File: src/rtl/bgen_pkg.sv
package bgen_pkg;
    // Controller states: settled (running == programmed) or armed (reload waiting)
    typedef enum logic {
        ST_SETTLED = 1'b0,
        ST_ARMED   = 1'b1
    } bgen_state_e;

    localparam int DEF_DIV_W     = 16;
    localparam int DEF_BYTE_W    = 8;
    localparam int DEF_ADDR_W    = 2;
    localparam int DEF_PRE_RATIO = 4;
    localparam int DEF_SEL_BIT   = 7;
endpackage

File: src/rtl/bgen_regs.sv
module bgen_regs #(
    parameter int DIV_W   = bgen_pkg::DEF_DIV_W,
    parameter int BYTE_W  = bgen_pkg::DEF_BYTE_W,
    parameter int ADDR_W  = bgen_pkg::DEF_ADDR_W,
    parameter int SEL_BIT = bgen_pkg::DEF_SEL_BIT
) (
    input  logic              clk,
    input  logic              rst_n,
    input  logic              wr_en,
    input  logic [ADDR_W-1:0] wr_addr,
    input  logic [BYTE_W-1:0] wr_data,
    output logic [DIV_W-1:0]  prog_div,
    output logic              prog_pre4,
    output logic              wr_hit
);
    localparam int NUM_LANES = DIV_W / BYTE_W;
    localparam int CTRL_ADDR = NUM_LANES;

    // One byte register per divisor lane, lane g at address g
    for (genvar g = 0; g < NUM_LANES; g++) begin : g_lane
        logic [BYTE_W-1:0] lane_q;
        always_ff @(posedge clk or negedge rst_n) begin
            if (!rst_n) begin
                lane_q <= '0;
            end else if (wr_en && wr_addr == ADDR_W'(g)) begin
                lane_q <= wr_data;
            end
        end
        assign prog_div[g*BYTE_W +: BYTE_W] = lane_q;
    end

    // Prescale select lives in one bit of the control register
    always_ff @(posedge clk or negedge rst_n) begin
        if (!rst_n) begin
            prog_pre4 <= 1'b0;
        end else if (wr_en && wr_addr == ADDR_W'(CTRL_ADDR)) begin
            prog_pre4 <= wr_data[SEL_BIT];
        end
    end

    // Accepted write: any mapped address; others are dropped
    assign wr_hit = wr_en && (wr_addr <= ADDR_W'(CTRL_ADDR));
endmodule

File: src/rtl/bgen_prescale.sv
module bgen_prescale #(
    parameter int PRE_RATIO = bgen_pkg::DEF_PRE_RATIO
) (
    input  logic clk,
    input  logic rst_n,
    input  logic slow_sel,
    input  logic restart,
    output logic pre_en
);
    localparam int              PC_W = $clog2(PRE_RATIO);
    localparam logic [PC_W-1:0] LAST = PC_W'(PRE_RATIO - 1);

    logic [PC_W-1:0] pc_q;

    always_ff @(posedge clk or negedge rst_n) begin
        if (!rst_n) begin
            pc_q <= '0;
        end else if (restart || !slow_sel) begin
            pc_q <= '0;
        end else if (pc_q == LAST) begin
            pc_q <= '0;
        end else begin
            pc_q <= pc_q + PC_W'(1);
        end
    end

    // Divide-by-1 passes every cycle; divide-by-N fires on the last count
    assign pre_en = !slow_sel || (pc_q == LAST);
endmodule

File: src/rtl/bgen_divcnt.sv
module bgen_divcnt #(
    parameter int DIV_W = bgen_pkg::DEF_DIV_W
) (
    input  logic             clk,
    input  logic             rst_n,
    input  logic             step,
    input  logic             restart,
    input  logic [DIV_W-1:0] limit,
    output logic             term
);
    logic [DIV_W-1:0] dc_q;
    logic [DIV_W-1:0] last_cnt;

    // Zero divisor folds onto one: last count is 0 in both cases
    assign last_cnt = (limit == '0) ? '0 : limit - DIV_W'(1);
    assign term     = step && (dc_q == last_cnt);

    always_ff @(posedge clk or negedge rst_n) begin
        if (!rst_n) begin
            dc_q <= '0;
        end else if (restart) begin
            dc_q <= '0;
        end else if (step) begin
            dc_q <= term ? '0 : dc_q + DIV_W'(1);
        end
    end
endmodule

File: src/rtl/bgen_ctrl.sv
module bgen_ctrl
    import bgen_pkg::*;
#(
    parameter int DIV_W = bgen_pkg::DEF_DIV_W
) (
    input  logic             clk,
    input  logic             rst_n,
    input  logic             wr_hit,
    input  logic             tick,
    input  logic [DIV_W-1:0] prog_div,
    input  logic             prog_pre4,
    output logic [DIV_W-1:0] act_div,
    output logic             act_pre4,
    output logic             reload,
    output bgen_state_e      state
);
    bgen_state_e st_q, st_nxt;

    // State register
    always_ff @(posedge clk or negedge rst_n) begin
        if (!rst_n) begin
            st_q <= ST_SETTLED;
        end else begin
            st_q <= st_nxt;
        end
    end

    // Transitions; a write always wins over the load
    always_comb begin
        st_nxt = st_q;
        unique case (st_q)
            ST_SETTLED: if (wr_hit)         st_nxt = ST_ARMED;
            ST_ARMED:   if (!wr_hit && tick) st_nxt = ST_SETTLED;
            default:                         st_nxt = ST_SETTLED;
        endcase
    end

    // Outputs: load strobe only at a terminal count while armed
    always_comb begin
        reload = 1'b0;
        unique case (st_q)
            ST_SETTLED: reload = 1'b0;
            ST_ARMED:   reload = tick;
            default:    reload = 1'b0;
        endcase
    end

    always_ff @(posedge clk or negedge rst_n) begin
        if (!rst_n) begin
            act_div  <= '0;
            act_pre4 <= 1'b0;
        end else if (reload) begin
            act_div  <= prog_div;
            act_pre4 <= prog_pre4;
        end
    end

    assign state = st_q;
endmodule

File: src/rtl/baud_tick_gen.sv
module baud_tick_gen
    import bgen_pkg::*;
#(
    parameter int DIV_W     = bgen_pkg::DEF_DIV_W,
    parameter int BYTE_W    = bgen_pkg::DEF_BYTE_W,
    parameter int ADDR_W    = bgen_pkg::DEF_ADDR_W,
    parameter int PRE_RATIO = bgen_pkg::DEF_PRE_RATIO,
    parameter int SEL_BIT   = bgen_pkg::DEF_SEL_BIT
) (
    input  logic              clk,
    input  logic              rst_n,
    input  logic              wr_en,
    input  logic [ADDR_W-1:0] wr_addr,
    input  logic [BYTE_W-1:0] wr_data,
    output logic              tick_o
);
    logic [DIV_W-1:0] prog_div;
    logic             prog_pre4;
    logic             wr_hit;
    logic [DIV_W-1:0] act_div;
    logic             act_pre4;
    logic             reload;
    logic             pre_en;
    bgen_state_e      state;

    bgen_regs #(
        .DIV_W(DIV_W), .BYTE_W(BYTE_W), .ADDR_W(ADDR_W), .SEL_BIT(SEL_BIT)
    ) u_regs (
        .clk(clk), .rst_n(rst_n), .wr_en(wr_en), .wr_addr(wr_addr),
        .wr_data(wr_data), .prog_div(prog_div), .prog_pre4(prog_pre4),
        .wr_hit(wr_hit)
    );

    bgen_ctrl #(.DIV_W(DIV_W)) u_ctrl (
        .clk(clk), .rst_n(rst_n), .wr_hit(wr_hit), .tick(tick_o),
        .prog_div(prog_div), .prog_pre4(prog_pre4), .act_div(act_div),
        .act_pre4(act_pre4), .reload(reload), .state(state)
    );

    bgen_prescale #(.PRE_RATIO(PRE_RATIO)) u_pre (
        .clk(clk), .rst_n(rst_n), .slow_sel(act_pre4), .restart(reload),
        .pre_en(pre_en)
    );

    bgen_divcnt #(.DIV_W(DIV_W)) u_div (
        .clk(clk), .rst_n(rst_n), .step(pre_en), .restart(reload),
        .limit(act_div), .term(tick_o)
    );
endmodule

File: config.mk
export PLATFORM = sky130hd
export DESIGN_NAME = baud_tick_gen
export DESIGN_NICKNAME = d
export VERILOG_FILES = /design/src/rtl/bgen_pkg.sv /design/src/rtl/bgen_regs.sv /design/src/rtl/bgen_prescale.sv /design/src/rtl/bgen_divcnt.sv /design/src/rtl/bgen_ctrl.sv /design/src/rtl/baud_tick_gen.sv
export SDC_FILE = /design/constraint.sdc
export NUM_CORES = 1
export LEC_CHECK = 0
export BUFFER_PORTS_ARGS = -buffer_cell sky130_fd_sc_hd__buf_4
export CAP_MARGIN = 20
export CELL_PAD_IN_SITES_DETAIL_PLACEMENT = 0
export CELL_PAD_IN_SITES_GLOBAL_PLACEMENT = 1
export CORE_UTILIZATION = 29
export DETAILED_ROUTE_END_ITERATION = 7
export GPL_TIMING_DRIVEN = 0
export PLACE_DENSITY = 0.61
export SLEW_MARGIN = 20
export SYNTH_ARGS = -nofsm -noshare
export SYNTH_HDL_FRONTEND = slang
export SYNTH_HIERARCHICAL = 1
export SYNTH_SLANG_ARGS = --single-unit
File: constraint.sdc
create_clock -name clk -period 4.49 [get_ports clk]
set_clock_uncertainty 0.15 [all_clocks]
set_input_delay 0.2245 -clock clk [delete_from_list [all_inputs] [get_ports clk]]
set_output_delay 0.2245 -clock clk [all_outputs]
set_load 0.005 [all_outputs]
==> results of run 1 <==
==> registers in the layout, summed over array words and instances (netlist names) <==
name	flops
u_ctrl/act_div	16
u_div/dc_q	16
u_regs/g_lane.lane_q	16
u_pre/pc_q	2
u_ctrl/act_pre4	1
u_ctrl/state	1
u_regs/prog_pre4	1
==> stage by stage <==
| stage | power (W) | setup slack [ps] | cells | area, sq um |
|---|---|---|---|---|
| 4_1_cts | 0.00214 | 23.4 | 469 | 3660 |
| 3_3_place_gp | 0.00178 | 45.4 | 453 | 3460 |
| 3_5_place_dp | 0.00178 | 43.0 | 453 | 3460 |
| 6_report | 0.00215 | 245 | 469 | 3660 |
| 2_1_floorplan | 0.00151 | 705 | 304 | 3200 |
| 5_1_grt | 0.00230 | 7.39 | 469 | 3660 |
==> cells in the final DEF, fill, tap and decap left out, types with 10 or more instances in the layout <==
cell type	netlist	final
nand4_1	10	10
buf_4	0	13
mux2_2	26	26
nor4_1	10	10
o21ai_0	11	11
nand3_1	12	12
nor2_1	23	23
xnor2_1	10	10
dfrtp_1	53	53
nand2_1	13	13
==> per-layer routing <==
layer	wire length [um]	vias up	GRT usage
met5	0	-	0
met3	143	7	0.0164
met4	112	0	0.0470
met2	3640	30	0.234
li1	-	1181	-
met1	3770	1199	0.201
==> worst reg2reg max path: cells and delay by family, from the launching register on <==
kind                       cells  cell delay (ps)
AOI/OAI and AO/OA              4              620
adders and majority gates      1              180
buffers and inverters          5              770
DFF                            1              460
and+or+nand+nor                8             1930
==> final cells by class <==
class | instances | area share
flip-flops and latches | 53 | 0.362
inverters | 10 | 0.0113
clock buffers | 6 | 0.0198
repair buffers | 21 | 0.0485
clock inverters | 2 | 0.0106
plain buffers | 14 | 0.0242
multi-input cells | 227 | 0.477
well taps | 136 | 0.0464
==> power by group through the flow <==
stage | Sequential [W] | Clock (W) | Combinational, W
floorplan | 0.000648 | 0 | 0.000863
global placement | 0.000684 | 0 | 0.00110
detailed placement | 0.000686 | 0 | 0.00110
CTS | 0.000676 | 0.000354 | 0.00111
global route | 0.000693 | 0.000366 | 0.00124
finish | 0.000676 | 0.000343 | 0.00113
==> timing repair <==
action | 4_1_cts | 5_1_grt
buffers inserted | 0 | 0
setup endpoints to repair | 0 | 14
gates resized for setup | 0 | 6
hold buffers | 8 | 0
hold endpoints to repair | 67 | 0
==> path summary, 6_finish.rpt <==
kind                       depth (start not counted)  slack, ps                    endpoint
max in group asynchronous                          2       3410  u_regs/g_lane[1].lane_q[7]
hold / removal                                     2         30  u_regs/g_lane[0].lane_q[7]
hold reg to reg                                    1        330               u_pre/pc_q[0]
setup / recovery                                  18        250               u_div/dc_q[3]
setup reg to reg                                  18        250               u_div/dc_q[3]
min in group asynchronous                          2        310              u_div/dc_q[10]
==> logic make-up after synthesis <==
logic type      Yosys count  share of synthesized area
compound gates           47                      0.102
xor+xnor                 21                     0.0665
fa+ha+maj                 3                     0.0117
buf+inv                  24                     0.0391
flops                    53                      0.415
mux                      38                      0.143
simple gates            118                      0.222
==> impl_metrics.toml, run 1 <==
[final_layout]
layout.area.seq_sq_um = 1330
layout-drive-gt1-share = 0.231
nets = 348
multiInputGateArea_sq_um = 1750
fin_util = 0.349
n_antenna_cell = 0
areaGrowthSynthToFinish_pct = 14.6
fillers = 1066

[timing]
fmax_mhz = 236
holdWs_ps = 32.9
maxSlewViolCount = 0
finalSetupTns_ps = 0
finalCritPeriodShare = 0.945
final_hold_viol_count = 0
tightest_slew_ps = 794
finalCriticalPeriod_ps = 4240
setup_viol = 0
rsz0062_at_grt = "false"
max_slew_margin = 0.466

[die]
fp.dieH_um = 107
core-area_sq_um = 10500
initial_core_util = 0.304
dieArea_sq_um = 11400
die_w_um = 107
rows = 37
io_pins = 14

[placed_design]
io_buffers = 13
gp_congestion = 0.834
hpwlAfterDp_um = 5630

[global_route]
grt_pass1_wl_um = 12700
grt_max_degree = 54
antenna_found_initial = 0
grt_pass1_vias = 2339
grtUsageTotal = 0.145
gr-total-overflow = 0

[setup_path]
cp-end-kind = "flip-flop"
slowest_stage = "or4_4"
critPathMaxStageDelay_ps = 530
path_buf_inv = 5
critPathTopFamily = "simple AND/OR/NAND/NOR gates"
crit_top_cell = "o21ai_0"
path_class = "flip-flop to flip-flop"
crit_start = "u_ctrl/act_div[0]"
r2r_start = "u_ctrl/act_div[0]"
path_max_fanout = 10
worst_ep_required_time_ps = 4530
startpoint_type = "flip-flop"
arrival_ps = 4280
timing.critical_path.cells = "inv_1 -> ha_1 -> or3b_2 -> clkbuf_1 -> or4_4 -> buf_6 -> nor2_1 -> a21oi_1 -> a2111oi_1 -> nand4_1 -> and4b_2 -> nand2_4 -> buf_8 -> clkinvlp_4 -> nand2b_1 -> nor2b_1 -> o21ai_0 -> o21ai_0"

[worst_hold_path]
min_from = "wr_data[7]"
hold_path_class = "primary input to flip-flop"

[cts]
clk_latency_ps = 320
cts.sinks = 53
htree_num_levels = 2
cts_made_buffers = 5
clk_pin_slew_ps = 110
cts_max_path_buffers = 2
cts_tree = "yes"
root_buffer = "clkbuf_8"

[outcome]
status = "complete, no violations"

[detailed_routing]
vias = 2417
viasPerCell = 5.15
drt-initial-drc-count = 117
antenna_left = 0
drt-total-wl_um = 7670
route.detailed.drc = 0
drt-wirelength-per-cell_um = 16.3
drt_first_pass_iters = 4

[power]
switching_share = 0.415
clkPwrFrac = 0.160
power_per_cell_area_nw_per_um2 = 586
netSwitchingPower_w = 0.000890
power.internal_w = 0.00126
ir_drop_mv = 0.198
p_seq_frac = 0.315
leakage_nw = 1.64
p_comb_frac = 0.525

[synth]
synthFlopType = "dfrtp_1"
syn_nets = 320
synth_common_cells = "dfrtp_1 (53), mux2_2 (26), nor2_1 (23), nand2_1 (13), nand3_1 (12)"
netlist.top_cell.by_area = "dfrtp_1"
synth_top_area_frac = 0.415
synth_area_leaders = "dfrtp_1 (41%), mux2_2 (9.2%), mux2_4 (4.2%)"
synth_edf_count = 0
async_flop_share = 1.00
ys_types = 60
syn_avg_cell_area_sq_um = 10.5
synth_most_common_cell = "dfrtp_1"
yosysWarnings = 6
yosysSeqAreaShare = 0.415
syn_inst = 304
synthesis.area_sq_um = 3200
yosys_register_bits = 53

[run]
drv_cap = 0
(Power assumes the default switching activity.)
==> run 2, diff against run 1 <==
PLACE_DENSITY = 0.59   (was 0.61)
==> impl_metrics.toml, run 2 (same netlist as run 1, synthesis figures left out) <==
[outcome]
status = "complete, no violations"

[timing]
max_slew_margin = 0.534
rsz0062_at_grt = "false"
final_hold_viol_count = 0
tightest_slew_ps = 692
setup_viol = 0
finalCritPeriodShare = 0.942
holdWs_ps = 12.6
maxSlewViolCount = 0
finalSetupTns_ps = 0
finalCriticalPeriod_ps = 4230
fmax_mhz = 236

[power]
power_per_cell_area_nw_per_um2 = 575
total_power_w = 0.00207
leakage_nw = 1.61
ir_drop_mv = 0.187

[placed_design]
hpwlAfterDp_um = 5630
io_buffers = 13
gp_congestion = 0.885
place_area_sq_um = 3460

[die]
die_w_um = 107
dieArea_sq_um = 11400
io_pins = 14
core-area_sq_um = 10500
initial_core_util = 0.304
rows = 37
fp.dieH_um = 107

[detailed_routing]
viasPerCell = 5.29
route.detailed.drc = 0
drt-initial-drc-count = 141
drt_first_pass_iters = 6
drt-total-wl_um = 7660
antenna_left = 0
vias = 2467
drt-wirelength-per-cell_um = 16.4

[setup_path]
cp-end-kind = "flip-flop"
arrival_ps = 4270
r2r_start = "u_ctrl/act_div[0]"
startpoint_type = "flip-flop"
reg2regPathDepth = 18
ff2ff_setup_slack_ps = 260
path_max_fanout = 10
worst_r2r_endpoint = "u_div/dc_q[3]"
path_class = "flip-flop to flip-flop"
worst_ep_required_time_ps = 4530

[global_route]
grt_max_degree = 54
antenna_found_initial = 0
grtUsageTotal = 0.142
grt_pass1_wl_um = 12600
gr-total-overflow = 0
grt_pass1_vias = 2380

[final_layout]
final_common_cell = "dfrtp_1"
n_antenna_cell = 0
fillers = 1081
finish.instance_area_sq_um = 3610
nets = 345
areaGrowthSynthToFinish_pct = 12.9
top_regs = "u_ctrl/act_div (16), u_div/dc_q (16), u_regs/g_lane.lane_q (16)"
fin_util = 0.343
layout-drive-gt1-share = 0.233
final_cell_mix = "dfrtp_1 (53), mux2_2 (26), nor2_1 (23)"

[cts]
clk_latency_ps = 310
cts_max_path_buffers = 2
cts.sinks = 53
cts_tree = "yes"
clk_pin_slew_ps = 100
postCtsSetupBuffers = 0
cts_made_buffers = 5
root_buffer = "clkbuf_8"
htree_num_levels = 2

[worst_hold_path]
hold_end = "u_regs/g_lane[1].lane_q[4]"
min_from = "wr_data[4]"
hold_path_class = "primary input to flip-flop"
whs_path_depth = 2

[run]
drv_cap = 0
[run 2: cell count changes in the layout (fill, tap and decap cells not counted), sizes merged]
cell         delta
dlygate4sd3     -3
clkbuf          +1
bufinv          -1
inv             +1
buf             -1
[run 2: through the flow]
step           setup WS, ps  std cells
2_1_floorplan           705        304
3_3_place_gp           40.0        453
3_5_place_dp           72.9        453
4_1_cts                26.1        466
5_1_grt               0.468        466
6_report                261        466
[run 2: routing by layer]
layer,vias up,part of all wire,GRT usage
met5,-,0,0
met4,0,0.014,0.0411
met3,9,0.031,0.0182
met2,56,0.47,0.235
met1,1214,0.48,0.194
li1,1188,-,-
[run 2: how the worst max path moves through the flow]
| stage | start | endpoint | slack [ps] |
|---|---|---|---|
| after floorplan | u_ctrl/act_div[0] | u_div/dc_q[3] | 700 |
| after global placement | u_ctrl/act_div[0] | u_div/dc_q[3] | 40 |
| after detailed placement | u_ctrl/act_div[0] | u_div/dc_q[3] | 70 |
| after CTS | u_ctrl/act_div[0] | u_div/dc_q[3] | 30 |
| after global routing | u_ctrl/act_div[0] | u_div/dc_q[3] | 0.5 |
| final | u_ctrl/act_div[0] | u_div/dc_q[3] | 260 |
[run 2: what timing repair did]
| action | CTS | global route |
|---|---|---|
| endpoints found under the setup margin | 0 | 14 |
| hold buffers | 5 | 0 |
| resized for setup | 0 | 5 |
| endpoints found under the hold margin | 61 | 0 |
[run 2: layout make-up]
| class | count | area (sq um) | area share |
|---|---|---|---|
| Buffer | 14 | 88.8 | 0.0246 |
| Clock buffer | 6 | 72.6 | 0.0201 |
| Clock inverter | 2 | 13.8 | 0.00381 |
| Inverter | 10 | 41.3 | 0.0114 |
| Multi-Input combinational cell | 227 | 1750 | 0.484 |
| Sequential cell | 53 | 1330 | 0.368 |
| Tap cell | 136 | 170 | 0.0472 |
| Timing Repair Buffer | 18 | 148 | 0.0409 |
[run 2: worst max-delay path: stages (launching register included)]
cell and delay [ps]:
dfrtp_1 470, inv_1 90, ha_1 170, or3b_2 440, clkbuf_1 190, or4_4 530, buf_6 160, nor2_1 100
a21oi_1 60, a2111oi_1 330, nand4_1 130, and4b_2 390, nand2_4 140, buf_8 190, clkinvlp_4 130, nand2b_1 130
nor2b_1 50, o21ai_0 140, o21ai_0 100
[run 2: report_power, final]
group / total [W] / leakage (nW) / switching [W] / internal [W]
Combinational: 0.00112 / 0.887 / 0.000600 / 0.000518
Sequential: 0.000678 / 0.682 / 0.000110 / 0.000568
Clock: 0.000279 / 0.0456 / 0.000168 / 0.000112
